$ cat src/rtl/mspi_irq_pkg.sv
package mspi_irq_pkg;
    localparam int STAT_W      = 17;
    localparam int TEST_W      = 12;
    localparam int CTRL_W      = 4;
    localparam int SLICE_W     = 4;
    localparam int TXE_OFS     = 0;
    localparam int RXF_OFS     = 2;
    localparam int SYSTEST_BIT = 3;
    localparam int FORCE_BIT   = 11;
    localparam logic [STAT_W-1:0] IMPL_MASK = 17'h1777F;
    localparam logic [CTRL_W-1:0] CTRL_RST  = 4'h4;

    typedef enum logic [1:0] {
        TM_OFF      = 2'd0,
        TM_SSB_ONLY = 2'd1,
        TM_ARMED    = 2'd2,
        TM_LOCKED   = 2'd3
    } tmode_e;
endpackage

$ cat src/rtl/mspi_irq_mode.sv
module mspi_irq_mode
    import mspi_irq_pkg::*;
(
    input  logic              clk,
    input  logic              rst_n,
    input  logic              wr_test,
    input  logic              wr_ctrl,
    input  logic [TEST_W-1:0] wr_data,
    output logic [TEST_W-1:0] test_q,
    output logic [CTRL_W-1:0] ctrl_q,
    output logic              force_all,
    output logic              locked
);
    tmode_e            state_q, state_d;
    logic [TEST_W-1:0] test_d;
    logic [CTRL_W-1:0] ctrl_d;

    always_comb begin
        test_d = wr_test ? wr_data : test_q;
        ctrl_d = wr_ctrl ? wr_data[CTRL_W-1:0] : ctrl_q;
        unique case ({ctrl_d[SYSTEST_BIT], test_d[FORCE_BIT]})
            2'b00:   state_d = TM_OFF;
            2'b01:   state_d = TM_SSB_ONLY;
            2'b10:   state_d = TM_ARMED;
            default: state_d = TM_LOCKED;
        endcase
    end

    // state and register process
    always_ff @(posedge clk or negedge rst_n) begin
        if (!rst_n) begin
            state_q <= TM_OFF;
            test_q  <= '0;
            ctrl_q  <= CTRL_RST;
        end else begin
            state_q <= state_d;
            test_q  <= test_d;
            ctrl_q  <= ctrl_d;
        end
    end

    // output process
    always_comb begin
        locked    = 1'b0;
        force_all = 1'b0;
        unique case (state_q)
            TM_OFF, TM_SSB_ONLY, TM_ARMED: locked = 1'b0;
            TM_LOCKED:                     locked = 1'b1;
        endcase
        if ((wr_test || wr_ctrl) && state_d == TM_LOCKED)
            force_all = 1'b1;
    end

    AST_STATE_TRACKS: assert property (@(posedge clk) disable iff (!rst_n)
        (state_q == TM_LOCKED) == (ctrl_q[SYSTEST_BIT] && test_q[FORCE_BIT]));
    AST_NO_FORCE_UNWRITTEN: assert property (@(posedge clk) disable iff (!rst_n)
        (!wr_test && !wr_ctrl) |-> !force_all);
endmodule

$ cat src/rtl/mspi_irq_status.sv
module mspi_irq_status
    import mspi_irq_pkg::*;
#(
    parameter int NUM_CH = 4
) (
    input  logic              clk,
    input  logic              rst_n,
    input  logic [NUM_CH-1:0] ev_txe,
    input  logic [NUM_CH-1:0] ev_rxf,
    input  logic              wr_status,
    input  logic [STAT_W-1:0] wr_data,
    input  logic              locked,
    input  logic              force_all,
    output logic [STAT_W-1:0] status_q
);
    logic [STAT_W-1:0] set_vec, clr_vec, status_d;

    always_comb begin
        set_vec = '0;
        for (int n = 0; n < NUM_CH; n++) begin
            set_vec[SLICE_W*n + TXE_OFS] = ev_txe[n];
            set_vec[SLICE_W*n + RXF_OFS] = ev_rxf[n];
        end
    end

    always_comb begin
        clr_vec  = (wr_status && !locked) ? wr_data : '0;
        status_d = ((status_q & ~clr_vec) | set_vec | (force_all ? IMPL_MASK : '0)) & IMPL_MASK;
    end

    always_ff @(posedge clk or negedge rst_n) begin
        if (!rst_n) status_q <= '0;
        else        status_q <= status_d;
    end

    AST_SET_STICKS: assert property (@(posedge clk) disable iff (!rst_n)
        (|set_vec) |=> ((status_q & $past(set_vec)) == $past(set_vec)));
    AST_LOCK_HOLDS: assert property (@(posedge clk) disable iff (!rst_n)
        locked |=> ((status_q & $past(status_q)) == $past(status_q)));
    AST_FORCE_FILLS: assert property (@(posedge clk) disable iff (!rst_n)
        force_all |=> (status_q == IMPL_MASK));
    AST_CLEAR_EXACT: assert property (@(posedge clk) disable iff (!rst_n)
        (wr_status && !locked && !force_all && set_vec == '0)
        |=> (status_q == ($past(status_q) & ~$past(wr_data))));
endmodule

$ cat src/rtl/mspi_irq_out.sv
module mspi_irq_out
    import mspi_irq_pkg::*;
(
    input  logic              clk,
    input  logic              rst_n,
    input  logic              wr_enable,
    input  logic [STAT_W-1:0] wr_data,
    input  logic [STAT_W-1:0] status_q,
    output logic [STAT_W-1:0] enable_q,
    output logic              irq
);
    logic pending;

    always_comb pending = |(status_q & enable_q);

    always_ff @(posedge clk or negedge rst_n) begin
        if (!rst_n) begin
            enable_q <= '0;
            irq      <= 1'b0;
        end else begin
            if (wr_enable) enable_q <= wr_data & IMPL_MASK;
            irq <= pending;
        end
    end
endmodule

$ cat src/rtl/mspi_irq_agg.sv
module mspi_irq_agg
    import mspi_irq_pkg::*;
#(
    parameter int NUM_CH = 4
) (
    input  logic              clk,
    input  logic              rst_n,
    input  logic [NUM_CH-1:0] ev_txe,
    input  logic [NUM_CH-1:0] ev_rxf,
    input  logic              wr_status,
    input  logic              wr_enable,
    input  logic              wr_test,
    input  logic              wr_ctrl,
    input  logic [STAT_W-1:0] wr_data,
    output logic [STAT_W-1:0] status_q,
    output logic [STAT_W-1:0] enable_q,
    output logic [TEST_W-1:0] test_q,
    output logic [CTRL_W-1:0] ctrl_q,
    output logic              irq
);
    logic force_all;
    logic locked;

    mspi_irq_mode i_mode (
        .clk       (clk),
        .rst_n     (rst_n),
        .wr_test   (wr_test),
        .wr_ctrl   (wr_ctrl),
        .wr_data   (wr_data[TEST_W-1:0]),
        .test_q    (test_q),
        .ctrl_q    (ctrl_q),
        .force_all (force_all),
        .locked    (locked)
    );

    mspi_irq_status #(.NUM_CH(NUM_CH)) i_status (
        .clk       (clk),
        .rst_n     (rst_n),
        .ev_txe    (ev_txe),
        .ev_rxf    (ev_rxf),
        .wr_status (wr_status),
        .wr_data   (wr_data),
        .locked    (locked),
        .force_all (force_all),
        .status_q  (status_q)
    );

    mspi_irq_out i_out (
        .clk       (clk),
        .rst_n     (rst_n),
        .wr_enable (wr_enable),
        .wr_data   (wr_data),
        .status_q  (status_q),
        .enable_q  (enable_q),
        .irq       (irq)
    );

    AST_IRQ_RISE: assert property (@(posedge clk) disable iff (!rst_n)
        (|(status_q & enable_q)) |=> irq);
    AST_IRQ_FALL: assert property (@(posedge clk) disable iff (!rst_n)
        !(|(status_q & enable_q)) |=> !irq);
    AST_ONE_WRITE: assert property (@(posedge clk) disable iff (!rst_n)
        $countones({wr_status, wr_enable, wr_test, wr_ctrl}) <= 1);
endmodule

$ cat config.mk
export PLATFORM = sky130hd
export DESIGN_NAME = mspi_irq_agg
export DESIGN_NICKNAME = d
export VERILOG_FILES = /design/src/rtl/mspi_irq_pkg.sv /design/src/rtl/mspi_irq_mode.sv /design/src/rtl/mspi_irq_status.sv /design/src/rtl/mspi_irq_out.sv /design/src/rtl/mspi_irq_agg.sv
export SDC_FILE = /design/constraint.sdc
export NUM_CORES = 1
export LEC_CHECK = 0
export BUFFER_PORTS_ARGS = -buffer_cell sky130_fd_sc_hd__buf_2
export CORE_MARGIN = 2
export CORE_UTILIZATION = 46
export CTS_BUF_LIST = sky130_fd_sc_hd__clkbuf_8 sky130_fd_sc_hd__clkbuf_16
export DETAILED_ROUTE_END_ITERATION = 8
export PLACE_DENSITY = 0.78
export SLEW_MARGIN = 10
export SYNTH_ARGS = -nofsm -noshare
export SYNTH_HDL_FRONTEND = slang
export SYNTH_SLANG_ARGS = --single-unit
$ cat constraint.sdc
create_clock -name clk -period 1.6 [get_ports clk]
set_clock_uncertainty 0.05 [all_clocks]
set_input_delay 0.16 -clock clk [delete_from_list [all_inputs] [get_ports clk]]
set_output_delay 0.16 -clock clk [all_outputs]
set_load 0.05 [all_outputs]
==> results of run 1 <==
-- final timing paths --
kind | from | end | slack, ps | cells past startpoint
max in group asynchronous | rst_n | i_mode.ctrl_q[2] | 600 | 3
worst max-delay path | i_mode.state_q[1] | i_status.status_q[12] | 130 | 3
min in group asynchronous | rst_n | i_mode.test_q[5] | 340 | 2
worst max register to register | i_mode.state_q[1] | i_status.status_q[12] | 130 | 3
worst min-delay path | ev_rxf[0] | i_status.status_q[2] | 8 | 2
worst min register to register | i_mode.test_q[4] | i_mode.test_q[4] | 440 | 1
-- flip-flops by register name, indices dropped and copies added, names as in the netlist --
signal / flops
i_mode.ctrl_q: 3
i_out.irq: 1
i_mode.test_q: 11
i_status.status_q: 14
i_mode.state_q: 2
i_out.enable_q: 14
-- cell type report --
type	count	area, sq um
Timing Repair Buffer	82	455.4
Clock buffer	5	68.82
Tap cell	48	60.06
Fill cell	324	1373
Sequential cell	45	1130
Multi-Input combinational cell	76	639.4
Clock inverter	3	17.52
-- where the power goes --
group / internal [W] / total (W) / leakage [nW] / switching [W]
clock: 0.000301 / 0.000672 / 0.0439 / 0.000370
combinational: 0.000233 / 0.000884 / 0.593 / 0.000651
sequential: 0.00126 / 0.00135 / 0.502 / 0.0000845
total: 0.00180 / 0.00290 / 1.14 / 0.00111
-- logic make-up after synthesis --
family	share of synthesized area, %
AO/OA/AOI/OAI	10.91
buffers and inverters	4.118
flip-flops	61.84
multiplexers	18.74
other	0.2057
AND/OR/NAND/NOR	4.187
-- stage by stage --
stage	std cells	area, sq um	hold slack (ps)	util (%)
after detailed placement	246	2235	90.76	59.69
after CTS	259	2371	0.9821	63.34
after floorplan	131	1847	-185.6	-
after global placement	246	2235	86.57	59.69
after global routing	259	2371	2.833	63.34
final	259	2371	7.675	63.34
-- timing repair --
action / 4_1_cts / 5_1_grt
buffers inserted: 0 / 0
endpoints found under the setup margin: 0 / 0
hold buffers: 5 / 0
gates resized for setup: 0 / 0
hold endpoints to repair: 23 / 0
-- routing by layer --
layer | track usage, % | part of all wire (%) | vias up
met5 | 0 | 0 | -
met3 | 6.588 | 6.2 | 8
met4 | 9.439 | 1.9 | 0
li1 | - | - | 609
met1 | 25.28 | 41 | 658
met2 | 34.75 | 51 | 52
-- worst max-delay path, stage by stage (launching register included) --
cell and delay (ps):
dfrtp_2 430, mux2_4 290, a31o_4 290, a211o_1 290
-- synth_stat cells, drive strengths merged --
library cell / n
dfstp: 1
and3: 1
nand4: 1
conb: 1
dfrtp: 44
a221oi: 1
a22o: 1
mux2: 30
a21boi: 1
a31o: 1
buf: 9
a21o: 6
dlygate4sd1: 1
a211o: 8
nand2: 14
a22oi: 5
and4b: 1
==> summary.txt, run 1 <==
Synth
  • Synthesis Warnings: 0
  • Synth top area share: 60.40%
  • Largest cells by area after synthesis: dfrtp_1 (60%), mux2_1 (15%), a211o_1 (3.8%)
  • Seq/Total Area, Yosys: 61.84%
  • Dominant cell type by area after synthesis: dfrtp_1
  • Mapped Cells: 126
  • Avg Cell Area, Syn: 14.47 sq um
  • Synth Register Bits: 45
  • Post-Syn Area: 1823 sq um
  • Yosys cell types: 21

Setup path
  • CP Capture Type: flop
  • Worst Path Class, Setup: reg2reg
  • CP Launch Type: flop
  • Worst path required time: 1730 ps
  • CP max FO: 14
  • CP arrival: 1600 ps

Global route
  • Initial antenna violation count: 0
  • Vias in the first global route: 1415
  • Total GRT Usage: 21.10%
  • Remaining Overflow, GRT: 0
  • First-pass GRT wire length: 6775 um
  • Largest net degree at the start of global routing: 27

Timing
  • Final hold violations: 0
  • Fin. max-slew vios: 0
  • Setup TNS: 0 ps
  • Highest Clock Rate: 0.6812 GHz
  • Period minus WS final: 1468 ps
  • RSZ-0062 raised after global routing: false
  • Final period utilization: 91.75%
  • Final worst slack: 132.0 ps
  • Final setup violation count: 0

Finish
  • Area Growth Syn to Fin: 30.06%
  • Most common cell after layout, fill and taps aside: buf_2
  • Commonest non-fill, non-tap cells in the layout: buf_2 (74), dfrtp_1 (42), mux2_1 (24)
  • Fraction of layout cells with a size suffix above 1: 45.97%
  • Nets: 241
  • Inserted Diodes: 0

Floorplan
  • Chip Width: 66.95 um
  • Core region area: 3744 sq um
  • Initial core utilization: 48.70%
  • Die ar.: 4482 sq um
  • Die Span Y: 66.95 um
  • Ports: 82
  • Cell Rows: 22

Clock tree
  • H-tree levels: 2
  • Clock transition at path regs: 80 ps
  • TritonCTS clock tree: yes
  • CTS Buf Count: 5
  • Clock Path Buffers: 2
  • CTS root buf: clkbuf_8
  • Clock latency on the worst-skew pair: 290 ps
  • CTS sink count: 45

Drt
  • Via density: 5.124
  • Drt total wl: 4038 um
  • DRC viols: 0
  • Routed vias: 1327
  • Routed wire per std cell: 15.59 um
  • ANT nets after route: 0
  • First-pass DRT Iterations: 4
  • DRT iter0 DRCs: 21

Flow run
  • Number of max-cap violations: 0

Pwr
  • Static Leak: 1.139 nW
  • Final Power: 0.002901 W
  • PwrDens: 1224 nW/um^2
  • Peak VDD IR: 0.9091 mV

Worst hold path
  • Type of the most critical hold path: in2reg

Run status
  • Status: finished, final reports clean

Placed design
  • GP Congestion: 0.7590
  • Setup Slack @ Placement: 144.0 ps
  • Final HPWL DP: 2922 um
  • I/O Buffers: 74
No activity file was read; power rests on OpenSTA's default activity.
==> run 2: changes to the inputs <==
- CORE_UTILIZATION: 46 -> 47
- PLACE_DENSITY: 0.78 -> 0.79
- SYNTH_HIERARCHICAL: unset -> 1
==> run 2 against run 1 <==
Effect of this change:
- critical path depth is the same
- sequential power is essentially flat
- highest routed layer unchanged
- hold slack is essentially flat
- power grew 1.8%
- maximum frequency is 3.7% higher
- sequential share of layout area decreased by 1.0 points
- register-to-register slack improved by 50 ps
- clock power rose by 4.3%
- synthesized area increased by 5.4%
==> summary.txt, run 2 <==
Drt
  • ANT nets after route: 0
  • First-pass DRT Iterations: 4
  • Via density: 5.227
  • Drt total wl: 4253 um
  • Routed vias: 1359
  • DRC viols: 0
  • Routed wire per std cell: 16.36 um
  • DRT iter0 DRCs: 90

Floorplan
  • Cell Rows: 23
  • Ports: 82
  • Initial core utilization: 48.39%
  • Die ar.: 4617 sq um
  • Core region area: 3971 sq um
  • Chip Width: 67.95 um
  • Die Span Y: 67.95 um

Timing
  • Final period utilization: 88.51%
  • RSZ-0062 raised after global routing: false
  • Final hold violations: 0
  • Setup TNS: 0 ps
  • Highest Clock Rate: 0.7062 GHz
  • Period minus WS final: 1416 ps
  • Final setup violation count: 0
  • Worst-Margin Slew: 535.6 ps
  • Relative slew slack: 64.29%
  • Fin. max-slew vios: 0

Run status
  • Status: finished, final reports clean

Setup path
  • Reg2reg path depth: 3
  • Worst setup path start: i_mode/test_q[11]
  • CP max FO: 14
  • CP Depth: 3
  • Slowest stage delay, CP: 410 ps
  • Crit-path leading delay family: simple AND/OR/NAND/NOR gates
  • WP buf/inv: 0
  • Critical Path Sink: i_status/status_q[0]
  • CP arrival: 1540 ps
  • Worst path required time: 1730 ps
  • RR Endpoint: i_status/status_q[0]
  • CP Launch Type: flop
  • CP Cell Sequence: and2_1 > nand3b_1 > a211o_1
  • CP Capture Type: flop
  • Reg2reg setup slack: 180 ps
  • R2R Path Start: i_mode/test_q[11]
  • Critical Path Slowest Stage Cell: dfrtp_1
  • Worst Path Class, Setup: reg2reg

Finish
  • Regs by FF count: i_out/enable_q x14, i_status/status_q x14, i_mode/test_q x12
  • Inserted Diodes: 0
  • Nets: 241
  • Fill cells: 342
  • Commonest non-fill, non-tap cells in the layout: buf_2 (74), dfrtp_1 (44), mux2_2 (14), nand3b_1 (14), mux2_4 (9)
  • Area Growth Syn to Fin: 25.78%
  • Fraction of layout cells with a size suffix above 1: 53.33%
  • Util after Layout: 60.87%
  • Most common cell after layout, fill and taps aside: buf_2

Clock tree
  • CTS resizes: 0
  • CTS root buf: clkbuf_8
  • Post-CTS Setup Inserts: 0
  • CTS Hold Bufs: 1
  • TritonCTS clock tree: yes
  • Clock transition at path regs: 80 ps
  • CTS Buf Count: 5
  • Clock Path Buffers: 2
  • CTS sink count: 45
  • Clock latency on the worst-skew pair: 290 ps
  • H-tree levels: 2

Synth
  • Most frequent cells after synthesis: dfrtp_1 (44), mux2_2 (14), nand3b_1 (14)
  • Most frequent cell after synthesis: dfrtp_1
  • Primary FF master, synth: dfrtp_1
  • Post-Syn Area: 1922 sq um
  • Yosys cell types: 24
  • Ys async rst share: 100.0%
  • Dominant cell type by area after synthesis: dfrtp_1
  • Seq/Total Area, Yosys: 58.66%
  • Number of synthesized flops with an enable pin: 0
  • Mapped Cells: 131
  • Synthesis Warnings: 6
  • Avg Cell Area, Syn: 14.67 sq um
  • Largest cells by area after synthesis: dfrtp_1 (57%), mux2_2 (8.2%), mux2_4 (7.0%)
  • Synth top area share: 57.29%
  • Synth Register Bits: 45

Pwr
  • Static Leak: 1.171 nW
  • Peak VDD IR: 0.7192 mV
  • Final Power: 0.002954 W
  • PwrDens: 1222 nW/um^2

Placed design
  • GP Congestion: 0.7176
  • I/O Buffers: 74
  • Final HPWL DP: 3176 um

Worst hold path
  • Type of the most critical hold path: in2reg

Global route
  • First-pass GRT wire length: 6624 um
  • Initial antenna violation count: 0
  • Total GRT Usage: 19.78%
  • Vias in the first global route: 1362
  • Largest net degree at the start of global routing: 24
  • Remaining Overflow, GRT: 0

Flow run
  • Number of max-cap violations: 0
[run 2: cell count changes in the layout (fill, tap and decap cells not counted), moves of 4 or more]
| cell | before | now |
|---|---|---|
| mux2_4 | 1 | 9 |
| nand3b_1 | 0 | 14 |
| dlygate4sd3_1 | 5 | 1 |
| mux2_2 | 5 | 14 |
| nand2_1 | 14 | 2 |
| mux2_1 | 24 | 5 |
[run 2: how the worst min path moves through the flow]
stage	start	endpoint	slack, ps	cells past startpoint
floorplan	rst_n	i_mode/ctrl_q[0]	-190	0
global route	ev_rxf[1]	i_status/status_q[6]	7	2
global placement	rst_n	i_mode/test_q[11]	120	1
finish	ev_txe[2]	i_status/status_q[8]	8	2
CTS	ev_txe[2]	i_status/status_q[8]	2	2
detailed placement	rst_n	i_mode/test_q[2]	120	1
[run 2: final cells by class]
cell class	count	area, sq um	share of cell area, %
Inverter	1	3.754	0.1553
Sequential cell	45	1127	46.64
Clock buffer	6	82.58	3.416
Clock inverter	1	7.507	0.3106
Multi-Input combinational cell	78	710.7	29.40
Timing Repair Buffer	79	422.9	17.49
Tap cell	50	62.56	2.588
[run 2: logic make-up after synthesis]
group                  share of synthesized area, %
buffers and inverters                         5.142
AOI/OAI and AO/OA                             9.505
other                                        0.3908
and+or+nand+nor                               7.618
DFF                                           58.66
muxes                                         18.68
[run 2: per-layer routing]
layer / vias to the layer above / routed length, um / track usage, %
met3: 5 / 167 / 3.289
li1: 619 / - / -
met5: - / 0 / 0
met4: 0 / 61 / 7.500
met2: 33 / 2263 / 34.10
met1: 702 / 1760 / 24.81
[run 2: through the flow]
stage / setup WS (ps) / instance area [sq um] / hold slack [ps] / cells
4_1_cts: 191.3 / 2417 / 1.749 / 260
2_1_floorplan: 50.23 / 1937 / -185.6 / 135
5_1_grt: 140.1 / 2417 / 7.363 / 260
3_5_place_dp: 183.2 / 2317 / 120.9 / 252
6_report: 183.9 / 2417 / 7.680 / 260
3_3_place_gp: 240.4 / 2317 / 117.9 / 252
[run 2: power breakdown]
| group | total, W | internal (W) | switching [W] |
|---|---|---|---|
| sequential | 0.00135 | 0.00126 | 0.0000896 |
| clock | 0.000701 | 0.000341 | 0.000359 |
| combinational | 0.000905 | 0.000257 | 0.000647 |
